--- config.mk ---
export PLATFORM = sky130hd
export DESIGN_NAME = thermal_dvfs_seq
export DESIGN_NICKNAME = d
export VERILOG_FILES = /design/src/rtl/thermal_dvfs_pkg.sv /design/src/rtl/thermal_trip.sv /design/src/rtl/target_arbiter.sv /design/src/rtl/dvfs_step_fsm.sv /design/src/rtl/thermal_dvfs_seq.sv
export SDC_FILE = /design/constraint.sdc
export NUM_CORES = 1
export LEC_CHECK = 0
export BUFFER_PORTS_ARGS = -buffer_cell sky130_fd_sc_hd__buf_2
export CORE_MARGIN = 5
export CORE_UTILIZATION = 45
export CTS_CLUSTER_SIZE = 20
export DETAILED_ROUTE_END_ITERATION = 12
export PLACE_DENSITY = 0.67
export REMOVE_ABC_BUFFERS = 1
export SYNTH_ARGS = -nofsm -noshare
export SYNTH_HDL_FRONTEND = slang
export SYNTH_SLANG_ARGS = --single-unit
--- constraint.sdc ---
create_clock -name clk -period 3.95 [get_ports clk]
set_input_delay 0.395 -clock clk [delete_from_list [all_inputs] [get_ports clk]]
set_output_delay 0.395 -clock clk [all_outputs]
set_load 0.05 [all_outputs]
--- src/rtl/thermal_dvfs_pkg.sv ---
package thermal_dvfs_pkg;
    parameter int RATIO_W = 8;
    parameter int VCODE_W = 8;
    parameter int TEMP_W  = 8;
    parameter int CFG_W   = 32;
    parameter int TJ_LSB  = 16;
    parameter int TJ_W    = 8;
    parameter int OFS_LSB = 24;
    parameter int OFS_W   = 6;

    typedef struct packed {
        logic [RATIO_W-1:0] ratio;
        logic [VCODE_W-1:0] vcode;
    } op_point_t;

    typedef enum logic [2:0] {
        ST_IDLE,
        ST_VOLT_LEAD,
        ST_FREQ_TRAIL,
        ST_FREQ_LEAD,
        ST_VOLT_TRAIL
    } seq_state_t;
endpackage

--- src/rtl/thermal_trip.sv ---
module thermal_trip
    import thermal_dvfs_pkg::*;
#(
    parameter int HYST = 3
) (
    input  logic              clk,
    input  logic              rst_n,
    input  logic [TEMP_W-1:0] temp_i,
    input  logic              temp_valid_i,
    input  logic [CFG_W-1:0]  cfg_i,
    output logic              throttle_o
);
    localparam int THR_W = ((TEMP_W > TJ_W) ? TEMP_W : TJ_W) + 2;

    logic [THR_W-1:0] tj_max;
    logic [THR_W-1:0] offset;
    logic [THR_W-1:0] trip_lvl;
    logic [THR_W-1:0] temp_ext;
    logic             hot;
    logic             cool;

    assign tj_max   = THR_W'(cfg_i[TJ_LSB +: TJ_W]);
    assign offset   = THR_W'(cfg_i[OFS_LSB +: OFS_W]);
    assign trip_lvl = (offset > tj_max) ? '0 : (tj_max - offset);
    assign temp_ext = THR_W'(temp_i);
    assign hot      = temp_ext >= trip_lvl;
    assign cool     = (temp_ext + THR_W'(HYST)) <= trip_lvl;

    always_ff @(posedge clk or negedge rst_n) begin
        if (!rst_n) begin
            throttle_o <= 1'b0;
        end else if (temp_valid_i) begin
            if (!throttle_o && hot) begin
                throttle_o <= 1'b1;
            end else if (throttle_o && cool) begin
                throttle_o <= 1'b0;
            end
        end
    end
endmodule

--- src/rtl/target_arbiter.sv ---
module target_arbiter
    import thermal_dvfs_pkg::*;
#(
    parameter op_point_t RST_POINT = '0
) (
    input  logic      clk,
    input  logic      rst_n,
    input  logic      throttle_i,
    input  logic      sw_valid_i,
    input  op_point_t sw_point_i,
    input  op_point_t therm_point_i,
    output op_point_t target_o
);
    op_point_t granted;
    op_point_t parked;
    logic      parked_vld;
    logic      above_ceiling;

    assign above_ceiling = sw_point_i.ratio > therm_point_i.ratio;

    always_ff @(posedge clk or negedge rst_n) begin
        if (!rst_n) begin
            granted    <= RST_POINT;
            parked     <= RST_POINT;
            parked_vld <= 1'b0;
        end else if (sw_valid_i) begin
            if (throttle_i && above_ceiling) begin
                parked     <= sw_point_i;
                parked_vld <= 1'b1;
            end else begin
                granted    <= sw_point_i;
                parked_vld <= 1'b0;
            end
        end else if (!throttle_i && parked_vld) begin
            granted    <= parked;
            parked_vld <= 1'b0;
        end
    end

    always_comb begin
        if (throttle_i && (granted.ratio > therm_point_i.ratio)) begin
            target_o = therm_point_i;
        end else if (!throttle_i && parked_vld) begin
            target_o = parked;
        end else begin
            target_o = granted;
        end
    end
endmodule

--- src/rtl/dvfs_step_fsm.sv ---
module dvfs_step_fsm
    import thermal_dvfs_pkg::*;
#(
    parameter op_point_t RST_POINT = '0
) (
    input  logic               clk,
    input  logic               rst_n,
    input  op_point_t          target_i,
    input  logic               vreg_ack_i,
    input  logic               clk_ack_i,
    output logic               vreg_req_o,
    output logic [VCODE_W-1:0] vreg_code_o,
    output logic               clk_req_o,
    output logic [RATIO_W-1:0] clk_ratio_o,
    output logic               halt_o
);
    seq_state_t state;
    seq_state_t state_nx;
    op_point_t  applied;
    op_point_t  goal;
    logic       volt_done;
    logic       freq_done;

    assign volt_done = vreg_req_o && vreg_ack_i;
    assign freq_done = clk_req_o && clk_ack_i;

    always_ff @(posedge clk or negedge rst_n) begin
        if (!rst_n) begin
            state <= ST_IDLE;
        end else begin
            state <= state_nx;
        end
    end

    always_comb begin
        state_nx = state;
        unique case (state)
            ST_IDLE: begin
                if (target_i.ratio > applied.ratio) begin
                    state_nx = (target_i.vcode != applied.vcode) ? ST_VOLT_LEAD : ST_FREQ_TRAIL;
                end else if (target_i.ratio < applied.ratio) begin
                    state_nx = ST_FREQ_LEAD;
                end else if (target_i.vcode != applied.vcode) begin
                    state_nx = ST_VOLT_TRAIL;
                end
            end
            ST_VOLT_LEAD: begin
                if (vreg_ack_i) begin
                    state_nx = (goal.ratio != applied.ratio) ? ST_FREQ_TRAIL : ST_IDLE;
                end
            end
            ST_FREQ_TRAIL: begin
                if (clk_ack_i) begin
                    state_nx = ST_IDLE;
                end
            end
            ST_FREQ_LEAD: begin
                if (clk_ack_i) begin
                    state_nx = (goal.vcode != applied.vcode) ? ST_VOLT_TRAIL : ST_IDLE;
                end
            end
            ST_VOLT_TRAIL: begin
                if (vreg_ack_i) begin
                    state_nx = ST_IDLE;
                end
            end
            default: state_nx = ST_IDLE;
        endcase
    end

    always_comb begin
        vreg_req_o  = 1'b0;
        clk_req_o   = 1'b0;
        halt_o      = 1'b0;
        vreg_code_o = applied.vcode;
        clk_ratio_o = applied.ratio;
        unique case (state)
            ST_IDLE: begin
            end
            ST_VOLT_LEAD, ST_VOLT_TRAIL: begin
                vreg_req_o  = 1'b1;
                vreg_code_o = goal.vcode;
            end
            ST_FREQ_LEAD, ST_FREQ_TRAIL: begin
                clk_req_o   = 1'b1;
                halt_o      = 1'b1;
                clk_ratio_o = goal.ratio;
            end
            default: begin
            end
        endcase
    end

    always_ff @(posedge clk or negedge rst_n) begin
        if (!rst_n) begin
            applied <= RST_POINT;
            goal    <= RST_POINT;
        end else begin
            if (state == ST_IDLE) begin
                goal <= target_i;
            end
            if (volt_done) begin
                applied.vcode <= goal.vcode;
            end
            if (freq_done) begin
                applied.ratio <= goal.ratio;
            end
        end
    end
endmodule

--- src/rtl/thermal_dvfs_seq.sv ---
module thermal_dvfs_seq
    import thermal_dvfs_pkg::*;
#(
    parameter int HYST      = 3,
    parameter int RST_RATIO = 20,
    parameter int RST_VCODE = 40
) (
    input  logic               clk,
    input  logic               rst_n,
    input  logic [TEMP_W-1:0]  temp_i,
    input  logic               temp_valid_i,
    input  logic [CFG_W-1:0]   cfg_i,
    input  logic               sw_valid_i,
    input  logic [RATIO_W-1:0] sw_ratio_i,
    input  logic [VCODE_W-1:0] sw_vcode_i,
    input  logic [RATIO_W-1:0] therm_ratio_i,
    input  logic [VCODE_W-1:0] therm_vcode_i,
    output logic               vreg_req_o,
    output logic [VCODE_W-1:0] vreg_code_o,
    input  logic               vreg_ack_i,
    output logic               clk_req_o,
    output logic [RATIO_W-1:0] clk_ratio_o,
    input  logic               clk_ack_i,
    output logic               halt_o,
    output logic               throttle_o
);
    localparam op_point_t RST_POINT = '{ratio: RATIO_W'(RST_RATIO), vcode: VCODE_W'(RST_VCODE)};

    op_point_t sw_point;
    op_point_t therm_point;
    op_point_t target;

    assign sw_point    = '{ratio: sw_ratio_i, vcode: sw_vcode_i};
    assign therm_point = '{ratio: therm_ratio_i, vcode: therm_vcode_i};

    thermal_trip #(
        .HYST(HYST)
    ) u_trip (
        .clk         (clk),
        .rst_n       (rst_n),
        .temp_i      (temp_i),
        .temp_valid_i(temp_valid_i),
        .cfg_i       (cfg_i),
        .throttle_o  (throttle_o)
    );

    target_arbiter #(
        .RST_POINT(RST_POINT)
    ) u_arb (
        .clk          (clk),
        .rst_n        (rst_n),
        .throttle_i   (throttle_o),
        .sw_valid_i   (sw_valid_i),
        .sw_point_i   (sw_point),
        .therm_point_i(therm_point),
        .target_o     (target)
    );

    dvfs_step_fsm #(
        .RST_POINT(RST_POINT)
    ) u_fsm (
        .clk        (clk),
        .rst_n      (rst_n),
        .target_i   (target),
        .vreg_ack_i (vreg_ack_i),
        .clk_ack_i  (clk_ack_i),
        .vreg_req_o (vreg_req_o),
        .vreg_code_o(vreg_code_o),
        .clk_req_o  (clk_req_o),
        .clk_ratio_o(clk_ratio_o),
        .halt_o     (halt_o)
    );
endmodule

After elaboration in Yosys (flattened, before gate mapping)
Index checks and enable logic that the tools add are counted.
Widths: inputs -> output; s select.

cells by class
  $add $sub $neg = 2
  order comparisons = 7
  eq/ne operators = 13
  multiplexer cells = 25
  reductions and logical operators = 16

operators by type and width
  operator             number
  $mux 16              4
  $gt 8x8->1           3
  $mux 3               8
  $ne 8x8->1           3
  $mux 8               2
  $pmux 3 s5           1
  $ge 8x10->1          1
  $le 10x10->1         1
  $mux 10              1
  $ne 2x2->1 const B   5
  $add 8x2->9 const B  1
  $sub 8x6->9          1
  $gt 6x8->1           1
  $lt 8x8->1           1
  $logic_and 1x1->1    7
  $mux 1               7
  $eq 3x2->1 const B   2
  $reduce_and 5->1     1
  $mux 2               2
  $ne 4x1->1 const B   1
  $reduce_and 2->1     2
  $reduce_bool 2->1    2
  $reduce_or 2->1      2
  $eq 3x1->1 const B   1
  3 further kinds      3

word-level totals
  flip-flop bits (word level) = 69
  bits of input ports = 78
  output and inout port bits = 20
  word-level logic and storage cells = 74

Depth between registers and ports, before layout
  depth in word-level cells = 9
  gate-level depth with buffers = 20
  depth with buffers taken out = 19

Hierarchy
A second synthesis with hierarchy kept.

unflattened totals
  cells, all modules = 484
  area, all modules = 5,283.8 um^2

modules (own cells, without submodules)
  module          instances  cells an instance  area each (um^2)
  target_arbiter  1          199                2,364.8
  dvfs_step_fsm   1          178                2,069.5
  thermal_trip    1          107                849.6

Least setup slack after synthesis
Ideal clock, no wire load.

  path kind = input port to flip-flop
  start = input cfg_i[25]
  end = register u_trip.throttle_o
  library setup time = 0.137 ns
  arrival time = 3.564 ns
  data required time = 3.813 ns
  slack = 0.249 ns
  cell stages on the path = 20
  buffers on the path = 1
  cells stage by stage = inv_1 > ha_1 > nor2b_1 > o21ai_0 > a21boi_0 > o21ai_0 > nand2b_1 > a211o_1 > or2_2 > clkbuf_1 > nor2b_1 > ha_1 > nand2b_1 > a21o_1 > a21o_1 > a21o_1 > a211oi_1 > o21ai_0 > a21oi_1 > a311oi_1

between the ends
  cells in the longest elaborated chain, start to end = 6

RTL lines
  element                                             RTL line                                source
  from (decl)                                         thermal_dvfs_seq.sv:12                  input logic [CFG_W-1:0] cfg_i,
  $sub 8x6->9 / $gt 6x8->1 (equally long branches)    thermal_trip.sv:24                      assign trip_lvl = (offset > tj_max) ? '0 : (tj_max - offset);
  $mux 10 (*)                                         thermal_trip.sv:24
  $le 10x10->1 / $ge 8x10->1 (equally long branches)  thermal_trip.sv:27, thermal_trip.sv:26
  $logic_and 1x1->1 (on tied branches)                thermal_trip.sv:35, thermal_trip.sv:33
  $reduce_bool 2->1 (no source line)                  --
  $reduce_and 2->1 (no source line)                   --
  to (signal assigned)                                thermal_trip.sv:31                      throttle_o <= 1'b0;
  to (signal assigned)                                thermal_trip.sv:34                      throttle_o <= 1'b1;
  to (signal assigned)                                thermal_trip.sv:36                      throttle_o <= 1'b0;
  to (decl)                                           thermal_trip.sv:11                      output logic throttle_o

Mark *: on every way between the ends. The rest lies on a longest branch, timed or not.
A chain may end at the register's enable or synchronous reset.

Worst setup path in the final report
  start = register u_arb.granted[10] (netlist name)
  end = register u_fsm.state[1]

between the ends
  cells in the longest elaborated chain, start to end = 7

RTL lines
  element                                          RTL line                                                       source
  from (decl)                                      target_arbiter.sv:14                                           op_point_t granted;
  from (signal assigned)                           target_arbiter.sv:31                                           granted <= sw_point_i;
  from (signal assigned)                           target_arbiter.sv:35                                           granted <= parked;
  $gt 8x8->1                                       target_arbiter.sv:41                                           if (throttle_i && (granted.ratio > therm_point_i.ratio)) begin
  $logic_and 1x1->1                                target_arbiter.sv:41
  $mux 16 (*)                                      target_arbiter.sv:41
  $lt 8x8->1 / $ne 8x8->1 (equally long branches)  dvfs_step_fsm.sv:41, dvfs_step_fsm.sv:40, dvfs_step_fsm.sv:43
  $mux 3 / $mux 2 (equally long branches)          dvfs_step_fsm.sv:41, dvfs_step_fsm.sv:40
  $mux 3                                           dvfs_step_fsm.sv:39                                            if (target_i.ratio > applied.ratio) begin
  $pmux 3 s5                                       dvfs_step_fsm.sv:37                                            unique case (state)
  to (signal assigned)                             dvfs_step_fsm.sv:31                                            state <= state_nx;
  to (decl)                                        dvfs_step_fsm.sv:17                                            seq_state_t state;

Marked as above.

==> flow_summary.json <==
{
  "synthXorXnorAreaFrac": 0.05179,
  "grt_start_max_net_pins": 37,
  "timing.final.crit_share": 0.9168,
  "synth.area.top_cells": "dfrtp_1, ha_1, mux2_2",
  "worst_hold_slack_ps": 154.2,
  "post_cts_buffers": 0,
  "drtPass1Iterations": 4,
  "drc_errors": 0,
  "clock_latency_ps": 330,
  "finClkSkew_ps": 8.994,
  "synth_compound_area_frac": 0.1650,
  "grt_use_total": 0.1787,
  "arrival_ps": 3820,
  "drive_gt1_frac": 0.3015,
  "antenna_found_initial": 2,
  "hp-class": "in2async",
  "ant_nets": 0,
  "place_hpwl_um": 9094,
  "coreArea_sq_um": 10940,
  "p_sw_mw": 2.249,
  "ys_ff_latch": 69,
  "slew_headroom": 0.2812,
  "die-area_sq_um": 13500,
  "power.total_mw": 4.925,
  "path_class": "reg2reg",
  "rsz0062_at_grt": "false",
  "drt-total-wl_um": 11720,
  "grt.busiest_layer": "met2",
  "fin_cells": 757,
  "final_hold_viol_count": 0,
  "synth.top_cell.area_share": 0.2614,
  "synth_top_area_cell": "dfrtp_1",
  "yosys_warnings": 0,
  "critPathMaxFanout": 10,
  "wl_per_cell_um": 15.48,
  "antenna_cells": 0,
  "cap_violations": 0,
  "clockPowerShare": 0.177,
  "die-height_um": 116.2,
  "tightest_slew_ps": 1076,
  "synthSimpleGateAreaFrac": 0.1255,
  "cts_made_buffers": 9,
  "place.gp.congestion": 0.8800,
  "cts.sinks": 69,
  "power_density_nw_per_um2": 823.5,
  "async_flop_share": 1.000,
  "peakVddDrop_uv": 541.5,
  "dp_cells": 741,
  "syn_area_sq_um": 5074,
  "swShare": 0.4567,
  "use_met1": 0.2363,
  "fin_crit_ps": 3622,
  "setup_viol": 0,
  "synth_mux_area_frac": 0.1465,
  "gr-total-overflow": 0,
  "cts-root-buf": "clkbuf_16",
  "required_ps": 4150,
  "fin_ws_ps": 328.5,
  "clockBufferDepth": 2,
  "p_comb_frac": 0.536,
  "drt-initial-drc-count": 142,
  "fin_nets": 738,
  "yosysSeqAreaShare": 0.3443,
  "p_int_mw": 2.676,
  "io_pins": 98,
  "drv_slew": 0,
  "synth.most_common_cell": "dfrtp_1",
  "grt_pass1_wl_um": 19290,
  "ys.flop_type": "dfrtp_1",
  "num_rows": 38,
  "p_leak_nw": 2.809,
  "cts_tree": "done",
  "via_per_inst": 5.514,
  "synthAdderAreaFrac": 0.1199,
  "area_growth_pct": 17.88,
  "pre_cts_slack_ps": -94.45,
  "cts_max_level": 3,
  "grt_use_met2": 0.2973,
  "die_w_um": 116.2,
  "synth.avg_cell_area_sq_um": 9.537,
  "cts.reportedPaths.clkPinSlew_ps": 60,
  "grt_pass1_vias": 4103,
  "p_seq_frac": 0.287,
  "vias": 4174,
  "numPortBuffers": 79,
  "endpoint_kind": "flop",
  "ys_types": 60,
  "synth_edf_count": 0,
  "start_util": 0.4640,
  "synth_top_family_by_area": "compound AO/OA/AOI/OAI gates",
  "status": "complete, no violations",
  "final_util": 0.5469,
  "max_freq_ghz": 0.2761,
  "cp-start-kind": "flop",
  "yosys-top-cells-count": "dfrtp_1, mux2_2, nand2_1",
  "synthCells": 532,
  "met3_usage": 0.04301
}
-- metal layers --
layer	routed length [um]	up-vias
met2	5671	77
li1	-	2073
met4	129	4
met1	5363	2008
met5	14	-
met3	537	12
-- cells by family (layout without fill, tap and decap cells) --
logic type / after synthesis / in the layout
flops: 69 / 69
buf+inv: 59 / 144
xor+xnor: 30 / 30
mux: 68 / 68
simple gates: 127 / 127
fa+ha+maj: 48 / 48
compound gates: 131 / 131
-- final timing paths --
| check | from | end | slack [ps] | cells past startpoint |
|---|---|---|---|---|
| worst max-delay path | u_arb.granted[10]$_DFFE_PN1N_ | u_fsm.state[1]$_DFFE_PN0P_ | 330 | 16 |
| worst min-delay path | rst_n | u_fsm.goal[15]$_DFFE_PN0N_ | 150 | 1 |
| worst max register to register | u_arb.granted[10]$_DFFE_PN1N_ | u_fsm.state[1]$_DFFE_PN0P_ | 330 | 16 |
| worst min register to register | u_arb.granted[3]$_DFFE_PN1N_ | u_arb.granted[3]$_DFFE_PN1N_ | 500 | 1 |
| max in group asynchronous | rst_n | u_arb.parked[5]$_DFFE_PN1P_ | 2820 | 2 |
| min in group clk | sw_vcode_i[4] | u_arb.parked[4]$_DFFE_PN0P_ | 310 | 2 |
-- what timing repair did --
item                       in CTS  in global routing
hold buffers                    0                  0
resized for setup               0                  4
setup endpoints to repair       0                  2
hold endpoints to repair        0                  0
-- power by group through the flow --
stage                     sequential [mW]  combinational [mW]  clock, mW
after floorplan                      1.35                2.03          0
after detailed placement             1.41                2.64          0
after CTS                            1.41                2.65      0.886
after global routing                 1.46                2.91      0.914
after global placement               1.39                2.58          0
final                                1.41                2.64      0.871
-- through the flow --
step	TNS, ps	cell area, sq um
CTS	0	5971
global route	0	5981
detailed placement	-94.45	5648
floorplan	-16200	4974
finish	0	5981
global placement	0	5648
-- critical path, stage by stage, from the launching register on --
cell,delay [ps]
dfstp_2,540
ha_1,230
and4_1,200
nand3b_1,180
a21oi_2,210
nor2_4,100
o211ai_1,90
o21ai_0,220
ha_1,260
nor2b_1,110
o21ai_0,80
nand2b_1,70
a21oi_1,60
o21a_1,200
or4_1,510
nor4b_1,360
a211oi_1,70
-- registers in the layout, summed over array words and instances, names as in the netlist --
register / flops
u_arb.granted: 16
u_arb.parked_vld: 1
u_fsm.applied: 16
u_trip.throttle_o: 1
u_arb.parked: 16
u_fsm.goal: 16
u_fsm.state: 3
-- cells in the final DEF, fill, tap and decap left out, types with 5 or more instances in the layout --
| master | synthesis | layout |
|---|---|---|
| ha_1 | 47 | 47 |
| nor2_1 | 21 | 21 |
| dfstp_2 | 16 | 16 |
| mux2_2 | 50 | 50 |
| a21o_1 | 7 | 7 |
| a21oi_1 | 28 | 28 |
| xnor2_1 | 6 | 6 |
| nand2b_1 | 5 | 5 |
| dfrtp_1 | 53 | 53 |
| a22oi_1 | 5 | 5 |
| inv_1 | 36 | 36 |
| buf_4 | 1 | 12 |
| o22ai_1 | 14 | 14 |
| o21a_1 | 7 | 7 |
| nor4_1 | 7 | 7 |
| nand2_1 | 48 | 48 |
| nor2b_1 | 8 | 8 |
| nor3_1 | 9 | 9 |
| xor2_1 | 24 | 24 |
| buf_2 | 5 | 79 |
| a2bb2oi_1 | 9 | 9 |
| clkbuf_16 | 0 | 9 |
| mux2i_1 | 18 | 18 |
| o21ai_0 | 36 | 34 |
-- final cells by class --
| cell class | instances | area (sq um) |
|---|---|---|
| Fill cell | 986 | 4955 |
| Clock inverter | 7 | 97.59 |
| Clock buffer | 9 | 225.2 |
| Timing Repair Buffer | 91 | 485.5 |
| Inverter | 37 | 138.9 |
| Tap cell | 140 | 175.2 |
| Sequential cell | 69 | 1747 |
| Multi-Input combinational cell | 404 | 3112 |
(Power assumes the default switching activity.)
